[config.mk]
export PLATFORM = sky130hd
export DESIGN_NAME = sus_ramp_env
export DESIGN_NICKNAME = d
export VERILOG_FILES = /design/src/rtl/srd_pkg.sv /design/src/rtl/srd_countdown.sv /design/src/rtl/srd_interval.sv /design/src/rtl/sus_ramp_env.sv
export SDC_FILE = /design/constraint.sdc
export NUM_CORES = 1
export LEC_CHECK = 0
export ABC_AREA = 1
export BUFFER_PORTS_ARGS = -buffer_cell sky130_fd_sc_hd__buf_2
export CORE_MARGIN = 5
export CORE_UTILIZATION = 50
export CTS_BUF_LIST = sky130_fd_sc_hd__clkbuf_2 sky130_fd_sc_hd__clkbuf_4 sky130_fd_sc_hd__clkbuf_8
export DETAILED_ROUTE_END_ITERATION = 8
export HOLD_SLACK_MARGIN = 0.02
export PLACE_DENSITY_LB_ADDON = 0.12
export SYNTH_ARGS = -nofsm -noshare
export SYNTH_HDL_FRONTEND = slang
export SYNTH_SLANG_ARGS = --single-unit
[constraint.sdc]
create_clock -name clk -period 2.99 [get_ports clk]
set_input_delay 0.1495 -clock clk [delete_from_list [all_inputs] [get_ports clk]]
set_output_delay 0.1495 -clock clk [all_outputs]
set_load 0.05 [all_outputs]
[src/rtl/srd_pkg.sv]
package srd_pkg;
  typedef enum logic [2:0] {
    ST_IDLE,
    ST_GAP,
    ST_ATK,
    ST_DCY,
    ST_HOLD,
    ST_REL
  } srd_state_e;

  localparam logic [3:0] SUS_MAX = 4'hF;
endpackage

[src/rtl/srd_countdown.sv]
module srd_countdown #(
  parameter int W = 8
) (
  input  logic         clk,
  input  logic         rst,
  input  logic         load,
  input  logic [W-1:0] load_val,
  output logic         zero
);
  logic [W-1:0] cnt;

  always_ff @(posedge clk) begin
    if (rst)             cnt <= '0;
    else if (load)       cnt <= load_val;
    else if (cnt != '0)  cnt <= cnt - W'(1);
  end

  assign zero = (cnt == '0);
endmodule

[src/rtl/srd_interval.sv]
module srd_interval #(
  parameter int RW = 8,
  parameter int IW = 12
) (
  input  logic          clk,
  input  logic          rst,
  input  logic          start,
  input  logic          advance,
  input  logic          curve,
  input  logic [RW-1:0] rate,
  output logic [IW-1:0] ivl_next
);
  localparam logic [IW-1:0] IVL_MAX  = '1;
  localparam logic [IW-1:0] IVL_HALF = IW'(1) << (IW - 1);

  logic [IW-1:0] cur;
  logic [IW-1:0] base;
  logic [IW-1:0] dbl;

  always_comb begin
    base     = (rate == '0) ? IW'(1) : IW'(rate);
    dbl      = (cur >= IVL_HALF) ? IVL_MAX : (cur << 1);
    ivl_next = start ? base : (curve ? dbl : cur);
  end

  always_ff @(posedge clk) begin
    if (rst)                  cur <= IW'(1);
    else if (start || advance) cur <= ivl_next;
  end
endmodule

[src/rtl/sus_ramp_env.sv]
module sus_ramp_env
  import srd_pkg::*;
#(
  parameter int RW      = 8,
  parameter int AW      = 16,
  parameter int GAP_LEN = 4
) (
  input  logic          clk,
  input  logic          rst,
  input  logic          note_on,
  input  logic          note_off,
  input  logic [3:0]    atk_rate,
  input  logic [3:0]    sus_target,
  input  logic [RW-1:0] ramp_rate,
  input  logic          ramp_curve,
  input  logic [AW-1:0] attack_wait,
  output logic          gate,
  output logic          gate_we,
  output logic [3:0]    sus_val,
  output logic          sus_we,
  output logic [3:0]    atk_nib,
  output logic          atk_we,
  output logic [3:0]    dcy_nib,
  output logic          dcy_we,
  output logic [3:0]    rel_nib,
  output logic          rel_we
);
  localparam int IW = RW + 4;
  localparam int GW = $clog2(GAP_LEN + 1);
  localparam int PW = (AW > GW) ? AW : GW;

  srd_state_e    st;
  logic          rel_pend;
  logic          ev_on, gap_done, atk_done, go_rel, want_rel;
  logic          ph_load, ph_zero;
  logic [PW-1:0] ph_val;
  logic          stp_start, stp_adv, stp_zero;
  logic [IW-1:0] ivl_next;

  always_comb begin
    ev_on     = note_on && (st != ST_GAP);
    gap_done  = (st == ST_GAP) && ph_zero;
    atk_done  = !note_on && (st == ST_ATK) && ph_zero;
    want_rel  = rel_pend || note_off;
    go_rel    = !note_on && note_off && ((st == ST_DCY) || (st == ST_HOLD));
    ph_load   = ev_on || gap_done;
    ph_val    = ev_on ? PW'(GAP_LEN - 1)
              : ((attack_wait == '0) ? '0 : PW'(attack_wait - AW'(1)));
    stp_start = (atk_done && (want_rel || (sus_target < SUS_MAX))) || go_rel;
    stp_adv   = !note_on && stp_zero && ((st == ST_DCY) || (st == ST_REL)) && !go_rel;
  end

  srd_countdown #(.W(PW)) u_phase (
    .clk(clk), .rst(rst), .load(ph_load), .load_val(ph_val), .zero(ph_zero)
  );

  srd_interval #(.RW(RW), .IW(IW)) u_ivl (
    .clk(clk), .rst(rst), .start(stp_start), .advance(stp_adv),
    .curve(ramp_curve), .rate(ramp_rate), .ivl_next(ivl_next)
  );

  srd_countdown #(.W(IW)) u_step (
    .clk(clk), .rst(rst), .load(stp_start || stp_adv),
    .load_val(ivl_next - IW'(1)), .zero(stp_zero)
  );

  assign dcy_nib = 4'd0;
  assign rel_nib = 4'd0;

  always_ff @(posedge clk) begin
    if (rst) begin
      st       <= ST_IDLE;
      rel_pend <= 1'b0;
      gate     <= 1'b0;
      gate_we  <= 1'b0;
      sus_val  <= SUS_MAX;
      sus_we   <= 1'b0;
      atk_nib  <= 4'd0;
      atk_we   <= 1'b0;
      dcy_we   <= 1'b0;
      rel_we   <= 1'b0;
    end else begin
      gate_we <= 1'b0;
      sus_we  <= 1'b0;
      atk_we  <= 1'b0;
      dcy_we  <= 1'b0;
      rel_we  <= 1'b0;
      if (ev_on) begin
        st       <= ST_GAP;
        rel_pend <= 1'b0;
        gate     <= 1'b0;
        gate_we  <= 1'b1;
        sus_val  <= SUS_MAX;
        sus_we   <= 1'b1;
        atk_nib  <= atk_rate;
        atk_we   <= 1'b1;
        dcy_we   <= 1'b1;
        rel_we   <= 1'b1;
      end else begin
        case (st)
          ST_GAP: begin
            if (note_on)       rel_pend <= 1'b0;
            else if (note_off) rel_pend <= 1'b1;
            if (gap_done) begin
              st      <= ST_ATK;
              gate    <= 1'b1;
              gate_we <= 1'b1;
            end
          end
          ST_ATK: begin
            if (note_off) rel_pend <= 1'b1;
            if (atk_done) begin
              rel_pend <= 1'b0;
              if (want_rel)                   st <= ST_REL;
              else if (sus_target < SUS_MAX)  st <= ST_DCY;
              else                            st <= ST_HOLD;
            end
          end
          ST_DCY: begin
            if (go_rel) begin
              st <= ST_REL;
            end else if (stp_zero) begin
              if (sus_val > sus_target) begin
                sus_val <= sus_val - 4'd1;
                sus_we  <= 1'b1;
                if ((sus_val - 4'd1) <= sus_target) st <= ST_HOLD;
              end else begin
                st <= ST_HOLD;
              end
            end
          end
          ST_HOLD: begin
            if (go_rel) st <= (sus_val == 4'd0) ? ST_IDLE : ST_REL;
          end
          ST_REL: begin
            if (stp_zero) begin
              sus_val <= sus_val - 4'd1;
              sus_we  <= 1'b1;
              if (sus_val == 4'd1) st <= ST_IDLE;
            end
          end
          default: ;
        endcase
      end
    end
  end
endmodule

## After elaboration in Yosys (flattened, before gate mapping)

Cells that the tools add are included.

- Register bits: 56
- Bits of input ports: 37
- Output and inout bits: 22
- Logic and storage cells: 125

- Add/subtract/negate cells: 5
- Order comparisons: 4
- Equality and inequality tests: 24
- Mux-type cells: 43
- Reductions and logical operators: 37

Operators with widths:

| kind | count |
|---|---|
| 16-bit 2-to-1 mux | 4 |
| 12-bit 2-to-1 mux | 5 |
| 3-bit 2-to-1 mux | 12 |
| 16-bit zero test | 2 |
| 16-bit by 1-bit subtractor with 16-bit output (second input constant) | 2 |
| 12-bit by 1-bit subtractor with 12-bit output (second input constant) | 2 |
| 4-bit 2-to-1 mux | 4 |
| 8-bit AND reduction | 2 |
| 16-bit nonzero test | 1 |
| 3-bit inequality test (second input constant) | 5 |
| 3-bit case mux with 5 select lines | 1 |
| 1-bit 2-to-1 mux | 13 |
| 12-bit greater-or-equal comparator (second input constant) | 1 |
| 12-bit zero test | 1 |
| 2-bit inequality test (second input constant) | 6 |
| 12-bit nonzero test | 1 |
| 1-bit logical AND | 10 |
| 8-bit zero test | 1 |
| 8-bit 2-to-1 mux | 1 |
| 4-bit case mux with 2 select lines | 1 |
| 2-bit nonzero test | 4 |
| 1-bit logical OR | 7 |
| 3-bit by 2-bit == test with 1-bit output (second input constant) | 2 |
| 3-bit == test (second input constant) | 2 |
| other kinds (20) | 23 |

## Longest topological paths before layout

- Depth after elaboration: 8
- Depth in mapped cells: 20
- Gate-level depth less buffers: 18

## By module

A second synthesis with hierarchy kept.

- Cells, all modules: 752
- Area, all modules: 4742.0 sq um

By module, submodules not included:

| module | times used | cells an instance | area an instance (sq um) | seq. area each (sq um) |
|---|---|---|---|---|
| sus_ramp_env | 1 | 304 | 1960.6 | 320.3 |
| srd_countdown at u_phase | 1 | 178 | 1128.6 | 320.3 |
| srd_countdown at u_step | 1 | 140 | 859.6 | 240.2 |
| srd_interval | 1 | 130 | 793.3 | 240.2 |

## Least setup slack after synthesis

Ideal clock, no wire load.

- Kind: reg-to-reg
- Start: register sus_val[0]
- End: register st[2]
- Setup time: 0.116 ns
- Data arrival time: 2.337 ns
- Required time: 2.874 ns
- Setup slack: 0.538 ns
- Cell stages (with the launch flop): 14
- Buffers on the path: 0
- Clock period less this slack: 2.452 ns
- Path through: dfxtp_1 > inv_1 > ha_1 > xor2_1 > ha_1 > nand2_1 > o21bai_1 > nand2_1 > o31ai_1 > o221ai_1 > a21boi_1 > nand2_1 > o21ai_0 > nor2_1

- Cells in the longest elaborated chain, start to end: 5
- Elaborated cells between the ends (all ways): 14
- Classes of those cells: 1 x add/sub; 2 x order compare; 3 x eq/ne; 6 x mux; 2 x reduce/logical

RTL lines:

| item | RTL line | source |
|---|---|---|
| start: declaration | sus_ramp_env.sv:19 | `output logic [3:0] sus_val,` |
| start signal: assignment | sus_ramp_env.sv:124 | `sus_val <= sus_val - 4'd1;` |
| start signal: assignment | sus_ramp_env.sv:137 | `sus_val <= sus_val - 4'd1;` |
| branches (longest 5 deep; another with 4-bit by 1-bit subtractor with 4-bit output) | n/a |  |
| end signal: assignment | sus_ramp_env.sv:133 | `if (go_rel) st <= (sus_val == 4'd0) ? ST_IDLE : ST_REL;` |
| end: declaration | sus_ramp_env.sv:32 | `srd_state_e st;` |

Parallel ways; which one is timed is not known. The select of a mux whose other input is x is not followed.
A chain may end at the register's enable or synchronous reset.

## Worst setup path after layout

- Start: register u_phase.cnt[0]
- End: register u_step.cnt[10]

- Cells in the longest elaborated chain, start to end: 7
- Elaborated cells between the ends (all ways): 9
- Classes of those cells: 1 x add/sub; 2 x mux; 6 x reduce/logical

RTL lines:

| item | RTL line | source |
|---|---|---|
| start: declaration | srd_countdown.sv:10 | `logic [W-1:0] cnt;` |
| start signal: assignment | srd_countdown.sv:14 | `else if (load) cnt <= load_val;` |
| start signal: assignment | srd_countdown.sv:15 | `else if (cnt != '0) cnt <= cnt - W'(1);` |
| 16-bit zero test * | srd_countdown.sv:18 | `assign zero = (cnt == '0);` |
| 1-bit logical AND * | sus_ramp_env.sv:43 | `atk_done = !note_on && (st == ST_ATK) && ph_zero;` |
| 1-bit logical AND * | sus_ramp_env.sv:49 | `stp_start = (atk_done && (want_rel \|\| (sus_target < SUS_MAX))) \|\| go_rel;` |
| 1-bit logical OR * | sus_ramp_env.sv:49 |  |
| 12-bit 2-to-1 mux | srd_interval.sv:23 | `ivl_next = start ? base : (curve ? dbl : cur);` |
| 12-bit by 1-bit subtractor with 12-bit output | sus_ramp_env.sv:64 | `.load_val(ivl_next - IW'(1)), .zero(stp_zero)` |
| 12-bit 2-to-1 mux | srd_countdown.sv:14 |  |
| end signal: assignment | srd_countdown.sv:14 |  |
| end signal: assignment | srd_countdown.sv:15 |  |
| end: declaration | srd_countdown.sv:10 |  |

Every way passes the cells marked *; elsewhere a longest branch is shown, timed or not.

==> results.md <==
- The depth of the worst register-to-register path is 18.
- Measured against its own limit, the worst slew margin works out to 58.0%.
- The final wirelength is 9770 µm.
- After synthesis the netlist holds a flip-flop and latch count of 56.
- The count of cells resized by post-cts repair is 0.
- The flow ran to the end, and the final reports show no timing, DRC or antenna violations.
- The TritonCTS clock tree is done.
- The clock arrives with 0.00616 ns of skew.
- Counting stages on the worst path, the most repeated cell is nor2_1.
- The largest net degree at the start of global routing is 20.
- The clock slew at the register clock pins of the worst setup and hold paths is 0.10 ns.
- The number of ports placed on the die boundary is 59.
- The setup slack of the most critical reg-to-reg path is 0.36 ns.
- CTS built an H-tree with a depth of 2.
- The post-cts hold buffer count is 0.
- After detailed routing, the number of remaining DRC violations is 0.
- The peak fanout along the critical path is 11.
- STA classifies the critical path startpoint as a flip-flop.
- In this design, the stage delay of the slowest critical-path cell is 0.31 ns.
- The horizontal extent of the die is 98.9 µm.
- The required time of the critical path is approximately 3.2 ns.
- The buffer type at the clock tree root is clkbuf_8.
- The number of different library cells used by synthesis comes to 49.
- The number of CTS-inserted buffers is 5.
- The detail route stage leaves a number of antenna-violating nets equal to 0.
- The HPWL after detailed placement is 7790 µm.
- The max-capacitance violation count is 0.
- The critical path contains buffers and inverters numbering 2 combined.
- The clock passes through at most 2 buffers.
- The minimum period implied by the final worst setup slack is 2.63 ns.
- The overall die area is 9770 µm².
- The total setup violations reported at the end of the flow is 0.
- The number of global-route vias before repair is 3,731.
- The weighted congestion at the end of routability-driven global placement is 0.869.
- The routed wire length per instance is around 13 µm.
- Each instance of the synthesized netlist takes up on average 6.67 µm².
- After synthesis, the share of flip-flops with an asynchronous set or reset is 0%.
- Summed over all failing endpoints, the final setup total negative slack is 0 ns.
- Setup repair after global routing left no endpoint under its margin.
- The clock latency on the worst-skew pair is 0.31 ns.
- The power density over cell area is approximately 830 nW/µm².
- The buffers inserted during post-CTS setup optimization is 0.
- The path category of the worst min-delay check is in2reg.
- The region available for standard cell placement spans 7730 µm².
- The count of endpoints failing hold in the final timing report is 0.
- The number of sinks handled by clock tree synthesis is 56.
- The fmax is 381 MHz.
- Walking the worst path, the cells encountered are inv_1 -> ha_1 -> nand2_1 -> nor2_1 -> nand4_2 -> nand2_1 -> nand2_1 -> nand2_2 -> nand2_4 -> inv_1 -> ha_1 -> nand3_1 -> nor2_2 -> nand2_1 -> nor2_1 -> nor2_1 -> nor2_1 -> nor2_1.
- At the end of the flow the core is filled with cells to 55.9%.
- The max-slew violation count is 0.
- Of the cells placed in the final design, the portion with a size suffix greater than 1 is 15.2%.
- The depth of the worst hold-timing path is 2.
- The most used flip-flop cell after synthesis is dfxtp_1.
- The number of diodes added for antenna fixing is 0.
- Yosys printed 0 warnings.
- The worst min-delay path startpoint is atk_rate[2].
- The number of search-and-repair iterations in the first detailed-routing pass is 4.
- After detailed placement, the design holds a cell count of 732.
- Port buffering added 50 buffers.
- For the pin with the worst max-slew slack, the measured transition is 0.627 ns.
- The layout overhead on the synthesized area is 9.48%.
- The worst setup path category is reg2reg.
- At the placement stage, the worst setup path has a slack of 0.401 ns.
- The initial antenna violation count was 0.
- The cell with the biggest individual delay on the critical path is dfxtp_1.
- Measured along the y axis, the die boundary spans 98.9 µm.
- Data arrives at the worst endpoint at ~2.8 ns.
- The final global-route overflow total is 0.
- The total number of vias is 3,872.
- The number of enable-type register cells in the synthesized netlist is 0.
- The count of standard-cell rows is 32.
- Sequential cells were found to cover between 20% and 30% of the synthesized design area.
- STA classifies the critical path endpoint as a flip-flop.
- The post-synthesis cell area is just under 4000 µm².
- The count of cells in the finished layout, fillers not included, comes to 740.
- Of the available clock period, the critical path in the final layout requires around 88%.
- In this run the critical register-to-register path is launched from u_phase.cnt[0].
- The all-layer global routing usage is 20.4%.
- The endpoint of the worst register-to-register path is u_step.cnt[10].
- The number of design-rule violations left by the first detailed-router iteration is 156.
- The ratio of routed vias to standard cells is 5.23.
- The number of cells produced by synthesis is between 500 and 600.
- Once the floorplan was initialized, standard cells occupied about half of the core.
- Power comes to ~3600 µW.
- On the critical path the largest part of the delay comes from simple AND/OR/NAND/NOR gates.
- The worst setup slack after layout is 0.364 ns.
- The final-stage net count is between 600 and 700.
- The worst hold path endpoint is atk_nib[2].
- The maximum resistive drop on vdd is 353 µV.
- In this run the static leakage power is about 0.0021 µW.
- The first global-routing pass estimated ~17,000 µm of wire.
[power breakdown]
part / leakage [µW] / internal, µW / switching [µW]
Combinational: 0.00159 / 713 / 1380
Sequential: 0.000458 / 924 / 129
Clock: 0.0000479 / 198 / 250
Total: 0.00209 / 1830 / 1760
[layout by cell type (no fill, tap or decap), drive strengths merged, types with 7 or more instances in the layout]
cell type,n
nand2,126
nor2,89
inv,76
dfxtp,56
buf,53
a21oi,49
o21ai,35
nand3,34
ha,17
xor2,13
nor3,13
xnor2,9
nand4,9
a31oi,8
conb,8
clkbuf,7
[stage by stage]
stage	hold WS, ns	instance area (µm²)
floorplan	0.274	3970
global route	0.0663	4320
finish	0.0599	4320
CTS	0.0530	4320
global placement	0.378	4220
detailed placement	0.387	4220
[cells in the mapped netlist, types with 2 or more instances]
master | n | area (µm²)
nand4_1 | 8 | 50.1
xor2_1 | 13 | 114
inv_1 | 71 | 267
nand2_4 | 3 | 33.8
ha_1 | 17 | 213
dfxtp_1 | 56 | 1120
buf_2 | 3 | 15.0
buf_4 | 11 | 82.6
nand2_1 | 113 | 424
buf_6 | 3 | 33.8
clkbuf_1 | 5 | 18.8
xnor2_1 | 9 | 78.8
nor4_1 | 6 | 37.5
a21oi_1 | 49 | 245
nor3_1 | 12 | 60.1
nor2_1 | 78 | 293
a22o_1 | 4 | 35.0
nand3_2 | 2 | 20.0
nor2_2 | 5 | 31.3
nor2_4 | 6 | 67.6
a31oi_1 | 8 | 50.1
nand3_1 | 30 | 150
nand2_2 | 10 | 62.6
o21ai_1 | 5 | 25.0
o21ai_0 | 30 | 150
nand3_4 | 2 | 35.0
o211ai_1 | 4 | 30.0
inv_2 | 5 | 18.8
o31ai_1 | 4 | 30.0
[how the worst max path moves through the flow]
| stage | cells after the start | slack [ns] | endpoint | start |
|---|---|---|---|---|
| CTS | 18 | 0.38 | u_step.cnt[10] | u_phase.cnt[0] |
| detailed placement | 18 | 0.40 | u_step.cnt[10] | u_phase.cnt[0] |
| floorplan | 13 | 0.54 | st[2] | sus_val[0] |
| global placement | 18 | 0.48 | u_step.cnt[10] | u_phase.cnt[0] |
| global route | 18 | 0.03 | u_step.cnt[10] | u_phase.cnt[0] |
| finish | 18 | 0.36 | u_step.cnt[10] | u_phase.cnt[0] |
[per-layer routing]
layer	track usage, %	up-vias	wire length (µm)
met4	5.46	0	113
met5	0	-	0
met3	3.18	12	451
li1	-	2007	-
met2	34.0	90	4660
met1	27.3	1763	4550
[cells by family (layout without fill, tap and decap cells)]
group	Yosys count	in the layout	synth area share, %
buffers and inverters	99	138	11.1
and+or+nand+nor	283	283	33.8
xor gates and xnor gates	22	22	4.88
adders and majority gates	17	17	5.39
DFF	56	56	28.4
AOI/OAI and AO/OA	114	114	16.3
other	1	8	0.0950
[sequential cells by signal (all words and copies together) (netlist names)]
register / flops
sus_we: 1
u_ivl.cur: 12
atk_nib: 4
rel_we: 1
sus_val: 4
u_phase.cnt: 16
u_step.cnt: 12
gate_we: 1
st: 3
rel_pend: 1
gate: 1
[worst reg2reg max path: stages, from the launching register on]
cell and delay (ns):
dfxtp_1 0.31, inv_1 0.14, ha_1 0.21, nand2_1 0.06
nor2_1 0.17, nand4_2 0.31, nand2_1 0.20, nand2_1 0.08
nand2_2 0.10, nand2_4 0.07, inv_1 0.05, ha_1 0.15
nand3_1 0.15, nor2_2 0.16, nand2_1 0.09, nor2_1 0.09
nor2_1 0.05, nor2_1 0.10, nor2_1 0.04
[layout make-up]
type / instances / area (µm²)
well taps: 102 / 128
clock inverters: 1 / 7.51
clock buffers: 7 / 90.1
flip-flops and latches: 56 / 1120
fillers: 782 / 3410
inverters: 77 / 289
repair buffers: 53 / 273
multi-input cells: 444 / 2410
No activity file was read; power rests on OpenSTA's default activity.
